[config.mk]
export PLATFORM = sky130hd
export DESIGN_NAME = flash_cmd_ctrl
export DESIGN_NICKNAME = d
export VERILOG_FILES = /design/src/rtl/fcc_pkg.sv /design/src/rtl/fcc_partition.sv /design/src/rtl/fcc_cfg.sv /design/src/rtl/fcc_read_mux.sv /design/src/rtl/flash_cmd_ctrl.sv
export SDC_FILE = /design/constraint.sdc
export NUM_CORES = 1
export LEC_CHECK = 0
export ABC_CLOCK_PERIOD_IN_PS = 2700
export BUFFER_PORTS_ARGS = -buffer_cell sky130_fd_sc_hd__buf_2
export CORE_AREA = 2 2 98 100
export CTS_BUF_LIST = sky130_fd_sc_hd__clkbuf_8
export CTS_CLUSTER_DIAMETER = 60
export DETAILED_ROUTE_END_ITERATION = 10
export DIE_AREA = 0 0 100 102
export GPL_TIMING_DRIVEN = 0
export PLACE_DENSITY = 0.74
export SKIP_LAST_GASP = 1
export SLEW_MARGIN = 0
export SYNTH_ARGS = -nofsm -noshare
export SYNTH_HDL_FRONTEND = slang
export SYNTH_SLANG_ARGS = --single-unit
[constraint.sdc]
create_clock -name clk -period 2.7 [get_ports clk]
set_input_delay 0.135 -clock clk [delete_from_list [all_inputs] [get_ports clk]]
set_output_delay 0.135 -clock clk [all_outputs]
set_load 0.05 [all_outputs]
[src/rtl/fcc_pkg.sv]
package fcc_pkg;

  typedef enum logic [2:0] {
    OP_IDLE, OP_PSETUP, OP_ESETUP, OP_PROG, OP_ERASE, OP_PSUSP, OP_ESUSP
  } op_e;

  typedef enum logic [1:0] {VW_ARRAY, VW_STATUS, VW_ID} view_e;

  localparam logic [7:0] CMD_READ_ARRAY  = 8'hFF;
  localparam logic [7:0] CMD_READ_STATUS = 8'h70;
  localparam logic [7:0] CMD_READ_ID     = 8'h90;
  localparam logic [7:0] CMD_CLR_STATUS  = 8'h50;
  localparam logic [7:0] CMD_PROG        = 8'h40;
  localparam logic [7:0] CMD_ERASE       = 8'h20;
  localparam logic [7:0] CMD_CONFIRM     = 8'hD0;
  localparam logic [7:0] CMD_SUSPEND     = 8'hB0;
  localparam logic [7:0] CMD_CFG_SETUP   = 8'h60;
  localparam logic [7:0] CMD_CFG_LOAD    = 8'h03;

  localparam int SR_READY = 7;

endpackage

[src/rtl/fcc_partition.sv]
module fcc_partition
  import fcc_pkg::*;
#(
  parameter int BLK_W     = 4,
  parameter int PROG_CYC  = 8,
  parameter int ERASE_CYC = 40
) (
  input  logic             clk,
  input  logic             rst_n,
  input  logic             cmd_hit,
  input  logic [7:0]       cmd_code,
  input  logic [BLK_W-1:0] cmd_blk,
  output view_e            view_o,
  output logic [7:0]       status_o,
  output logic             setup_o
);

  localparam int PCW = $clog2(PROG_CYC + 1);
  localparam int ECW = $clog2(ERASE_CYC + 1);
  localparam logic [PCW-1:0] P_LOAD = PCW'(PROG_CYC);
  localparam logic [PCW-1:0] P_ONE  = PCW'(1);
  localparam logic [ECW-1:0] E_LOAD = ECW'(ERASE_CYC);
  localparam logic [ECW-1:0] E_ONE  = ECW'(1);

  op_e              op_q, op_d;
  view_e            view_q, view_d;
  logic             held_q, held_d;
  logic [BLK_W-1:0] hblk_q, hblk_d;
  logic             perr_q, perr_d, eerr_q, eerr_d;
  logic [PCW-1:0]   pcnt_q, pcnt_d;
  logic [ECW-1:0]   ecnt_q, ecnt_d;
  logic             suspend_req;

  assign suspend_req = cmd_hit && (cmd_code == CMD_SUSPEND);

  always_comb begin
    op_d   = op_q;
    view_d = view_q;
    held_d = held_q;
    hblk_d = hblk_q;
    perr_d = perr_q;
    eerr_d = eerr_q;
    pcnt_d = pcnt_q;
    ecnt_d = ecnt_q;
    case (op_q)
      OP_PROG: begin
        if (pcnt_q == P_ONE) begin
          op_d = held_q ? OP_ESUSP : OP_IDLE;
        end else if (suspend_req) begin
          op_d   = OP_PSUSP;
          view_d = VW_ARRAY;
        end else begin
          pcnt_d = pcnt_q - P_ONE;
        end
      end
      OP_ERASE: begin
        if (ecnt_q == E_ONE) begin
          op_d = OP_IDLE;
        end else if (suspend_req) begin
          op_d   = OP_ESUSP;
          view_d = VW_ARRAY;
          held_d = 1'b1;
        end else begin
          ecnt_d = ecnt_q - E_ONE;
        end
      end
      OP_PSETUP: begin
        if (cmd_hit) begin
          if (held_q && (cmd_blk == hblk_q)) begin
            perr_d = 1'b1;
            op_d   = OP_ESUSP;
          end else begin
            op_d   = OP_PROG;
            pcnt_d = P_LOAD;
          end
        end
      end
      OP_ESETUP: begin
        if (cmd_hit) begin
          if (cmd_code == CMD_CONFIRM) begin
            op_d   = OP_ERASE;
            ecnt_d = E_LOAD;
            hblk_d = cmd_blk;
          end else begin
            op_d   = OP_IDLE;
            eerr_d = 1'b1;
            perr_d = 1'b1;
          end
        end
      end
      default: begin
        if (cmd_hit) begin
          case (cmd_code)
            CMD_READ_ARRAY:  view_d = VW_ARRAY;
            CMD_READ_STATUS: view_d = VW_STATUS;
            CMD_READ_ID:     view_d = VW_ID;
            CMD_CLR_STATUS: begin
              perr_d = 1'b0;
              eerr_d = 1'b0;
            end
            CMD_PROG: begin
              if (op_q != OP_PSUSP) begin
                op_d   = OP_PSETUP;
                view_d = VW_STATUS;
              end
            end
            CMD_ERASE: begin
              if (op_q == OP_IDLE) begin
                op_d   = OP_ESETUP;
                view_d = VW_STATUS;
              end
            end
            CMD_CONFIRM: begin
              if (op_q == OP_PSUSP) begin
                op_d = OP_PROG;
              end else if (op_q == OP_ESUSP) begin
                op_d   = OP_ERASE;
                held_d = 1'b0;
              end
            end
            default: ;
          endcase
        end
      end
    endcase
  end

  always_ff @(posedge clk or negedge rst_n) begin
    if (!rst_n) begin
      op_q   <= OP_IDLE;
      view_q <= VW_ARRAY;
      held_q <= 1'b0;
      hblk_q <= '0;
      perr_q <= 1'b0;
      eerr_q <= 1'b0;
      pcnt_q <= '0;
      ecnt_q <= '0;
    end else begin
      op_q   <= op_d;
      view_q <= view_d;
      held_q <= held_d;
      hblk_q <= hblk_d;
      perr_q <= perr_d;
      eerr_q <= eerr_d;
      pcnt_q <= pcnt_d;
      ecnt_q <= ecnt_d;
    end
  end

  assign view_o   = view_q;
  assign setup_o  = (op_q == OP_PSETUP) || (op_q == OP_ESETUP);
  assign status_o = {!((op_q == OP_PROG) || (op_q == OP_ERASE)), held_q,
                     eerr_q, perr_q, 1'b0, (op_q == OP_PSUSP), 2'b00};

endmodule

[src/rtl/fcc_cfg.sv]
module fcc_cfg
  import fcc_pkg::*;
#(
  parameter int               CFG_W   = 16,
  parameter logic [CFG_W-1:0] CFG_RST = 16'h8000
) (
  input  logic             clk,
  input  logic             rst_n,
  input  logic             wr_en,
  input  logic [7:0]       wr_cmd,
  input  logic [CFG_W-1:0] wr_val,
  input  logic             tgt_setup,
  output logic [CFG_W-1:0] cfg_o,
  output logic             pend_o
);

  logic             pend_q, pend_d, cfg_we;
  logic [CFG_W-1:0] cfg_q;

  always_comb begin
    pend_d = pend_q;
    cfg_we = 1'b0;
    if (wr_en) begin
      if (pend_q) begin
        pend_d = 1'b0;
        cfg_we = (wr_cmd == CMD_CFG_LOAD);
      end else if ((wr_cmd == CMD_CFG_SETUP) && !tgt_setup) begin
        pend_d = 1'b1;
      end
    end
  end

  always_ff @(posedge clk or negedge rst_n) begin
    if (!rst_n) begin
      pend_q <= 1'b0;
      cfg_q  <= CFG_RST;
    end else begin
      pend_q <= pend_d;
      if (cfg_we) cfg_q <= wr_val;
    end
  end

  assign cfg_o  = cfg_q;
  assign pend_o = pend_q;

endmodule

[src/rtl/fcc_read_mux.sv]
module fcc_read_mux
  import fcc_pkg::*;
#(
  parameter int                DATA_W = 16,
  parameter int                CFG_W  = 16,
  parameter logic [DATA_W-1:0] MFR_ID = 16'h00C3,
  parameter logic [DATA_W-1:0] DEV_ID = 16'h7E21
) (
  input  view_e             view,
  input  logic [7:0]        status,
  input  logic              id_base,
  input  logic [1:0]        id_sel,
  input  logic [DATA_W-1:0] arr_rdata,
  input  logic [CFG_W-1:0]  cfg,
  output logic [DATA_W-1:0] rd_data
);

  always_comb begin
    rd_data = arr_rdata;
    if (!status[SR_READY]) begin
      rd_data = DATA_W'(status);
    end else begin
      case (view)
        VW_STATUS: rd_data = DATA_W'(status);
        VW_ID: begin
          rd_data = '0;
          if (id_base) begin
            case (id_sel)
              2'd0:    rd_data = MFR_ID;
              2'd1:    rd_data = DEV_ID;
              2'd2:    rd_data = DATA_W'(cfg);
              default: rd_data = '0;
            endcase
          end
        end
        default: rd_data = arr_rdata;
      endcase
    end
  end

endmodule

[src/rtl/flash_cmd_ctrl.sv]
module flash_cmd_ctrl
  import fcc_pkg::*;
#(
  parameter int                ADDR_W    = 20,
  parameter int                DATA_W    = 16,
  parameter int                BLK_W     = 4,
  parameter int                CFG_W     = 16,
  parameter int                PROG_CYC  = 8,
  parameter int                ERASE_CYC = 40,
  parameter logic [CFG_W-1:0]  CFG_RST   = 16'h8000,
  parameter logic [DATA_W-1:0] MFR_ID    = 16'h00C3,
  parameter logic [DATA_W-1:0] DEV_ID    = 16'h7E21
) (
  input  logic              clk,
  input  logic              rst_n,
  input  logic              wr_en,
  input  logic [ADDR_W-1:0] wr_addr,
  input  logic [7:0]        wr_cmd,
  input  logic [ADDR_W-1:0] rd_addr,
  input  logic [DATA_W-1:0] arr_rdata,
  output logic [DATA_W-1:0] rd_data,
  output logic              burst_mode,
  output logic [1:0]        part_ready
);

  localparam int PB       = ADDR_W - 1;
  localparam int MODE_BIT = CFG_W - 1;
  localparam int NPART    = 2;

  logic [1:0]       rst_pipe;
  logic             rst_sync_n;
  logic             wr_part, rd_part, cfg_pend;
  logic [CFG_W-1:0] cfg;
  logic [NPART-1:0] part_setup;
  view_e            part_view   [NPART];
  logic [7:0]       part_status [NPART];

  always_ff @(posedge clk or negedge rst_n) begin
    if (!rst_n) rst_pipe <= 2'b00;
    else        rst_pipe <= {rst_pipe[0], 1'b1};
  end
  assign rst_sync_n = rst_pipe[1];

  assign wr_part = wr_addr[PB];
  assign rd_part = rd_addr[PB];

  for (genvar g = 0; g < NPART; g++) begin : g_part
    fcc_partition #(
      .BLK_W(BLK_W), .PROG_CYC(PROG_CYC), .ERASE_CYC(ERASE_CYC)
    ) u_part (
      .clk      (clk),
      .rst_n    (rst_sync_n),
      .cmd_hit  (wr_en && !cfg_pend && (wr_part == 1'(g))),
      .cmd_code (wr_cmd),
      .cmd_blk  (wr_addr[PB -: BLK_W]),
      .view_o   (part_view[g]),
      .status_o (part_status[g]),
      .setup_o  (part_setup[g])
    );
    assign part_ready[g] = part_status[g][SR_READY];
  end

  fcc_cfg #(.CFG_W(CFG_W), .CFG_RST(CFG_RST)) u_cfg (
    .clk       (clk),
    .rst_n     (rst_sync_n),
    .wr_en     (wr_en),
    .wr_cmd    (wr_cmd),
    .wr_val    (wr_addr[CFG_W-1:0]),
    .tgt_setup (part_setup[wr_part]),
    .cfg_o     (cfg),
    .pend_o    (cfg_pend)
  );

  fcc_read_mux #(
    .DATA_W(DATA_W), .CFG_W(CFG_W), .MFR_ID(MFR_ID), .DEV_ID(DEV_ID)
  ) u_rmux (
    .view      (part_view[rd_part]),
    .status    (part_status[rd_part]),
    .id_base   (rd_addr[PB-1:2] == '0),
    .id_sel    (rd_addr[1:0]),
    .arr_rdata (arr_rdata),
    .cfg       (cfg),
    .rd_data   (rd_data)
  );

  assign burst_mode = !cfg[MODE_BIT];

endmodule

==> Word level (Yosys, flattened, before mapping) <==
Cells that the tools add are included.
{ "op_classes": {"eq_ne": 72, "muxes": 110, "addsub": 4, "magnitude_cmp": 2, "n_reduce_logical": 65, "n_bitwise": 10} }
{ "ops": {"columns": ["operator", "n"], "rows": [
  ["$mux 3", 27],
  ["$pmux 16 s3", 1],
  ["$mux 6", 7],
  ["$eq 8x7->1 const B", 4],
  ["$eq 8x8->1 const B", 4],
  ["$mux 16", 2],
  ["$mux 4", 8],
  ["$pmux 16 s2", 1],
  ["$mux 2", 15],
  ["$ne 2x2->1 const B", 15],
  ["$reduce_and 5->1", 6],
  ["$mux 1", 28],
  ["$reduce_and 7->1", 4],
  ["$reduce_bool 7->1", 4],
  ["$mux 8", 3],
  ["$ne 6x1->1 const B", 4],
  ["$pmux 3 s4", 2],
  ["$pmux 6 s2", 2],
  ["$reduce_bool 2->1", 12],
  ["$pmux 2 s5", 2],
  ["$eq 3x3->1 const B", 6],
  ["$ne 2x1->1 const B", 9],
  ["$pmux 3 s3", 2],
  ["$reduce_and 9->1", 2],
  ["35 further kinds", 93]
]} }
{ "word_totals": {"word_cells": 282, "regBits": 63, "inputBits": 67} }

==> Logic depth before layout (Yosys ltp) <==
{ "depth": {"word_depth": 8, "ltp_mapped": 10, "ltp_nobuf": 9} }

==> Hierarchy <==
A second synthesis with hierarchy kept.
{ "unflattened": {"cells_unflattened": 519, "hier_area_um2": 4724.5} }
{ "by_module_without_submodules": {"columns": ["mod", "n_inst", "cells_per_inst", "seq_area_each_um2", "area_per_inst_um2"], "rows": [
  ["fcc_partition at g_part[1].u_part", 1, 197, 550.5, 1691.6],
  ["fcc_partition at g_part[0].u_part", 1, 197, 550.5, 1627.8],
  ["fcc_cfg", 1, 42, 426.7, 747.0],
  ["fcc_read_mux", 1, 59, 0.0, 414.1],
  ["flash_cmd_ctrl", 1, 24, 50.0, 244.0]
]} }

==> Least setup slack after synthesis <==
Ideal clock, no wire load.
{ "synth_timing": {"path_kind": "reg-to-output", "startpoint": "reg g_part[1].u_part.op_q[2]", "endpoint": "out rd_data[2]", "path_stages_with_launch": 7, "setup_slack_ps": -800, "arrival_time_ps": 3365, "path_cell_list": "dfrtp_1 > clkbuf_1 > nor3b_1 > a21oi_1 > mux2i_1 > clkbuf_1 > a311oi_1"} }
{ "synth_between": {"elab_chain_len": 7} }
{ "synth_lines": {"columns": ["item", "line", "rtl"], "rows": [
  ["start, declared", "fcc_partition.sv:25", "op_e op_q, op_d;"],
  ["start signal, assigned", "fcc_partition.sv:139", "op_q <= op_d;"],
  ["$eq 3x2->1 / $eq 3x3->1 (equally long branches)", "fcc_partition.sv:152", "assign status_o = {!((op_q == OP_PROG) || (op_q == OP_ERASE)), held_q,"],
  ["$logic_or 1x1->1 *", "fcc_partition.sv:152", null],
  ["$logic_not 1->1 *", "fcc_partition.sv:152", null],
  ["net part_ready[1]", "flash_cmd_ctrl.sv:23", "output logic [1:0] part_ready"],
  ["$mux 8 (not written as such) * (3 in a row)", "flash_cmd_ctrl.sv:78", ".status (part_status[rd_part]),"],
  ["$mux 16 *", "fcc_read_mux.sv:20", "if (!status[SR_READY]) begin"],
  ["end, declared", "flash_cmd_ctrl.sv:21", "output logic [DATA_W-1:0] rd_data,"]
]} }
The timed path passes the listed nets; every way through them passes the cells marked *. The select of a mux whose other input is x is not followed.

==> Worst setup path in the final report <==
{ "layout_timing": {"startpoint": "reg g_part[1].u_part.view_q[0]", "endpoint": "out rd_data[4]"} }
{ "layout_between": {"elab_chain_len": 6} }
{ "layout_lines": {"columns": ["item", "line", "rtl"], "rows": [
  ["start, declared", "fcc_partition.sv:26", "view_e view_q, view_d;"],
  ["start signal, assigned", "fcc_partition.sv:140", "view_q <= view_d;"],
  ["$mux 2 (not written as such) * (3 in a row)", "flash_cmd_ctrl.sv:77", ".view (part_view[rd_part]),"],
  ["$eq 2x2->1 / $eq 2x1->1 (equally long branches)", "fcc_read_mux.sv:23", "case (view)"],
  ["$pmux 16 s2 *", "fcc_read_mux.sv:23", null],
  ["$mux 16 *", "fcc_read_mux.sv:20", null]
]} }
Every way passes the cells marked *; elsewhere a longest branch is shown, timed or not. The select of a mux whose other input is x is not followed.

==> flow_metrics.py <==
metrics = {
    "run_status": {
        "violations": "setup timing",
        "status": "finished, violations left",
    },
    "worst_setup_path": {
        "critPathRequiredTime_ps": 2570,
        "r2r_setup_slack_ps": 290,
        "worstPathArrival_ps": 2920,
        "crit_type": "reg2out",
        "worst-path-max-fanout": 5,
        "ff2ff_path_depth": 6,
        "endpoint_kind": "output pin",
        "startpoint_type": "register",
        "r2r_end": "g_part[0].u_part.op_q[1]",
        "worstReg2RegStart": "g_part[0].u_part.op_q[0]",
    },
    "clock_network": {
        "cts_sinks": 63,
        "cts-root-buf": "clkbuf_8",
        "htreeDepth": 3,
        "cts.path.max_buffers": 2,
        "path_clk_slew_ps": 80,
        "cts_tree": "yes",
        "clkLatencyLatePin_ps": 360,
        "cts-buffers-inserted": 9,
    },
    "route": {
        "drt_iter0_markers": 384,
        "wirelength_mm": 13.37,
        "via_per_inst": 6.144,
        "firstDrtPassIters": 6,
        "wl_per_cell_um": 18.16,
        "drc": 0,
        "num_vias": 4522,
        "ant_nets": 0,
    },
    "placed_design": {
        "pre_cts_ws_ps": -460.0,
        "dp_cells": 711,
        "placed_cell_area_sq_mm": 0.005114,
        "dp_hpwl_mm": 9.592,
        "place.gp.congestion": 0.9401,
        "io_buffers": 82,
    },
    "min_path": {
        "hold_class": "in2reg",
        "whs_endpoint": "u_cfg.cfg_o[6]",
        "hold_depth": 3,
        "min_from": "wr_addr[6]",
    },
    "timing": {
        "max_slew_margin": 0.3442,
        "period_needed_ps": 3052,
        "setup_viol": 16,
        "holdWs_ps": 4.175,
        "drv_slew": 0,
        "post-route-period-util": 1.130,
        "fmax_ghz": 0.3276,
        "worst_pin_slew_ps": 975.6,
        "rsz0062_at_grt": "yes",
        "hold_viol_final": 0,
        "fin_skew_ps": 14.91,
        "layout_setup_ws_ps": -352.2,
    },
    "yosys": {
        "async_flop_share": 1.000,
        "synth_edf_count": 0,
        "synthCells": 517,
        "syn_area_sq_mm": 0.004438,
        "ys_types": 70,
        "syn_avg_cell_area_sq_um": 8.584,
        "yosysSeqAreaShare": 0.3555,
        "ys_warn_count": 0,
        "synthFlopType": "dfrtp_1",
        "ys_ff_latch": 63,
        "syn_nets": 594,
    },
    "finish": {
        "final_cells": 736,
        "layout_commonest_cell": "buf_2",
        "drive_gt1_frac": 0.3120,
        "area_growth_pct": 26.28,
        "num_antenna_cells": 0,
        "final_area_sq_mm": 0.005604,
        "nets": 697,
        "layout_common_cells": "buf_2, dfrtp_1, nand2_1",
    },
    "pwr": {
        "vdd_ir_drop_max_uv": 421.9,
        "p_seq_frac": 0.253,
        "intPower_w": 0.002780,
        "pwr_density_cell_mw_per_mm2": 937.0,
        "comb_power_share": 0.566,
        "pwr-share-clk": 0.181,
        "power_w": 0.005251,
        "swShare": 0.4707,
        "net-switching-power_w": 0.002471,
        "leakage_nw": 2.452,
    },
    "grt": {
        "grt.overflow.total": 0,
        "grt_max_degree": 39,
        "grt_usage": 0.2643,
        "grt_pass1_wl_mm": 21.38,
        "grt_pass1_vias": 4401,
        "antenna_found_initial": 0,
    },
    "floorplanning": {
        "boundaryPins": 86,
        "die_w_um": 100,
        "start_util": 0.4872,
        "die-area_sq_mm": 0.01020,
        "rows": 35,
        "die_y_um": 102,
        "coreArea_sq_mm": 0.009109,
    },
    "job": {
        "drv_cap": 0,
    },
}
## power groups by stage
stage               Clock [W]  Combinational [W]  Sequential [W]
global placement            0            0.00263         0.00134
global route          0.00101            0.00324         0.00135
CTS                  0.000966            0.00291         0.00132
detailed placement          0            0.00272         0.00134
finish               0.000952            0.00297         0.00133
floorplan                   0            0.00220         0.00129
## what timing repair did
action                     in CTS  in global routing
gates cloned                    1                  0
pin swaps                      20                  9
hold buffers                    1                  0
gates resized for setup        52                  8
setup endpoints to repair      16                 17
hold endpoints to repair        2                  0
buffers inserted                6                  1
## cell families after synthesis
logic type                 Yosys count  share of synthesized area
AOI/OAI and AO/OA                  151                     0.2233
xor gates and xnor gates            15                    0.02960
adders and majority gates           10                    0.02819
buffers and inverters               45                    0.04116
DFF                                 63                     0.3555
muxes                               26                    0.06456
other                                1                  0.0008450
and+or+nand+nor                    206                     0.2568
## critical path: stages, from the launching register on
cell and delay (ps):
dfrtp_1 410, mux2i_2 200, ha_2 200, or4b_4 450
nor3_2 120, nand4_1 130, buf_6 170, nor4b_4 290
buf_6 190, a22oi_2 80, o22ai_4 140, buf_6 180
## cell usage after synthesis, types with 3 or more instances
library cell	instances	area, sq um
a21o_1	3	22.52
a2bb2oi_1	3	26.28
ha_1	10	125.1
buf_2	5	25.02
mux2i_1	5	50.05
inv_1	18	67.56
nand4_1	5	31.28
o22ai_1	3	18.77
and3_1	5	31.28
a22oi_1	5	37.54
nor4_1	10	62.56
clkbuf_1	21	78.83
nand2b_1	9	56.30
nor3_1	13	65.06
nor2b_1	7	43.79
xor2_1	10	87.58
nor4_4	3	63.81
or3b_2	6	52.55
a211oi_1	4	30.03
nor3b_1	4	30.03
nand3_1	22	110.1
nand2_1	61	229.0
mux2_2	21	236.5
and2_1	3	18.77
or4_1	3	22.52
o31ai_1	9	67.56
or2_2	3	18.77
o21ai_0	46	230.2
o221ai_1	4	35.03
dfrtp_1	62	1551
a21oi_1	37	185.2
a31oi_1	9	56.30
xnor2_1	5	43.79
nor2_1	35	131.4
a22o_1	4	35.03
## worst max-delay path by stage
stage,start,to,slack (ps),cells after the start
after CTS,g_part[1].u_part.view_o[0],rd_data[15],-370,11
after detailed placement,rd_addr[19],rd_data[4],-460,10
after global placement,rd_addr[19],rd_data[4],-350,10
after global routing,g_part[1].u_part.op_q[2],rd_data[0],-480,8
after floorplan,g_part[1].u_part.op_q[2],rd_data[10],-120,7
final,g_part[1].u_part.view_o[0],rd_data[4],-350,11
## registers in the layout, summed over array words and instances, names as in the netlist
signal	count
u_cfg.cfg_o	16
g_part.u_part.held_q	2
g_part.u_part.perr_q	2
g_part.u_part.view_o	4
rst_pipe	2
g_part.u_part.ecnt_q	12
g_part.u_part.op_q	6
u_cfg.pend_o	1
g_part.u_part.hblk_q	8
g_part.u_part.eerr_q	2
g_part.u_part.pcnt_q	8
## cell type report
class,instances,area (sq um)
buffer,27,121.4
fill,777,3505
tap,111,138.9
clock inverter,5,72.57
multi-input combinational,409,2868
inverter,18,67.56
timing repair buffer,92,605.6
sequential,63,1579
clock buffer,11,151.4
## per-stage QoR
step / utilization / TNS [ps]
final: 0.6152 / -4646
after global routing: 0.6152 / -6749
after CTS: 0.6117 / -4994
after detailed placement: 0.5614 / -5009
after global placement: 0.5591 / -3968
after floorplan: - / -889.2
## metal layers
metal	vias up	share of wire	track usage
met5	-	0	0
met4	0	0.017	0.07271
met3	30	0.073	0.04720
met2	192	0.49	0.4496
met1	2171	0.42	0.3496
li1	2129	-	-
(Power assumes the default switching activity.)
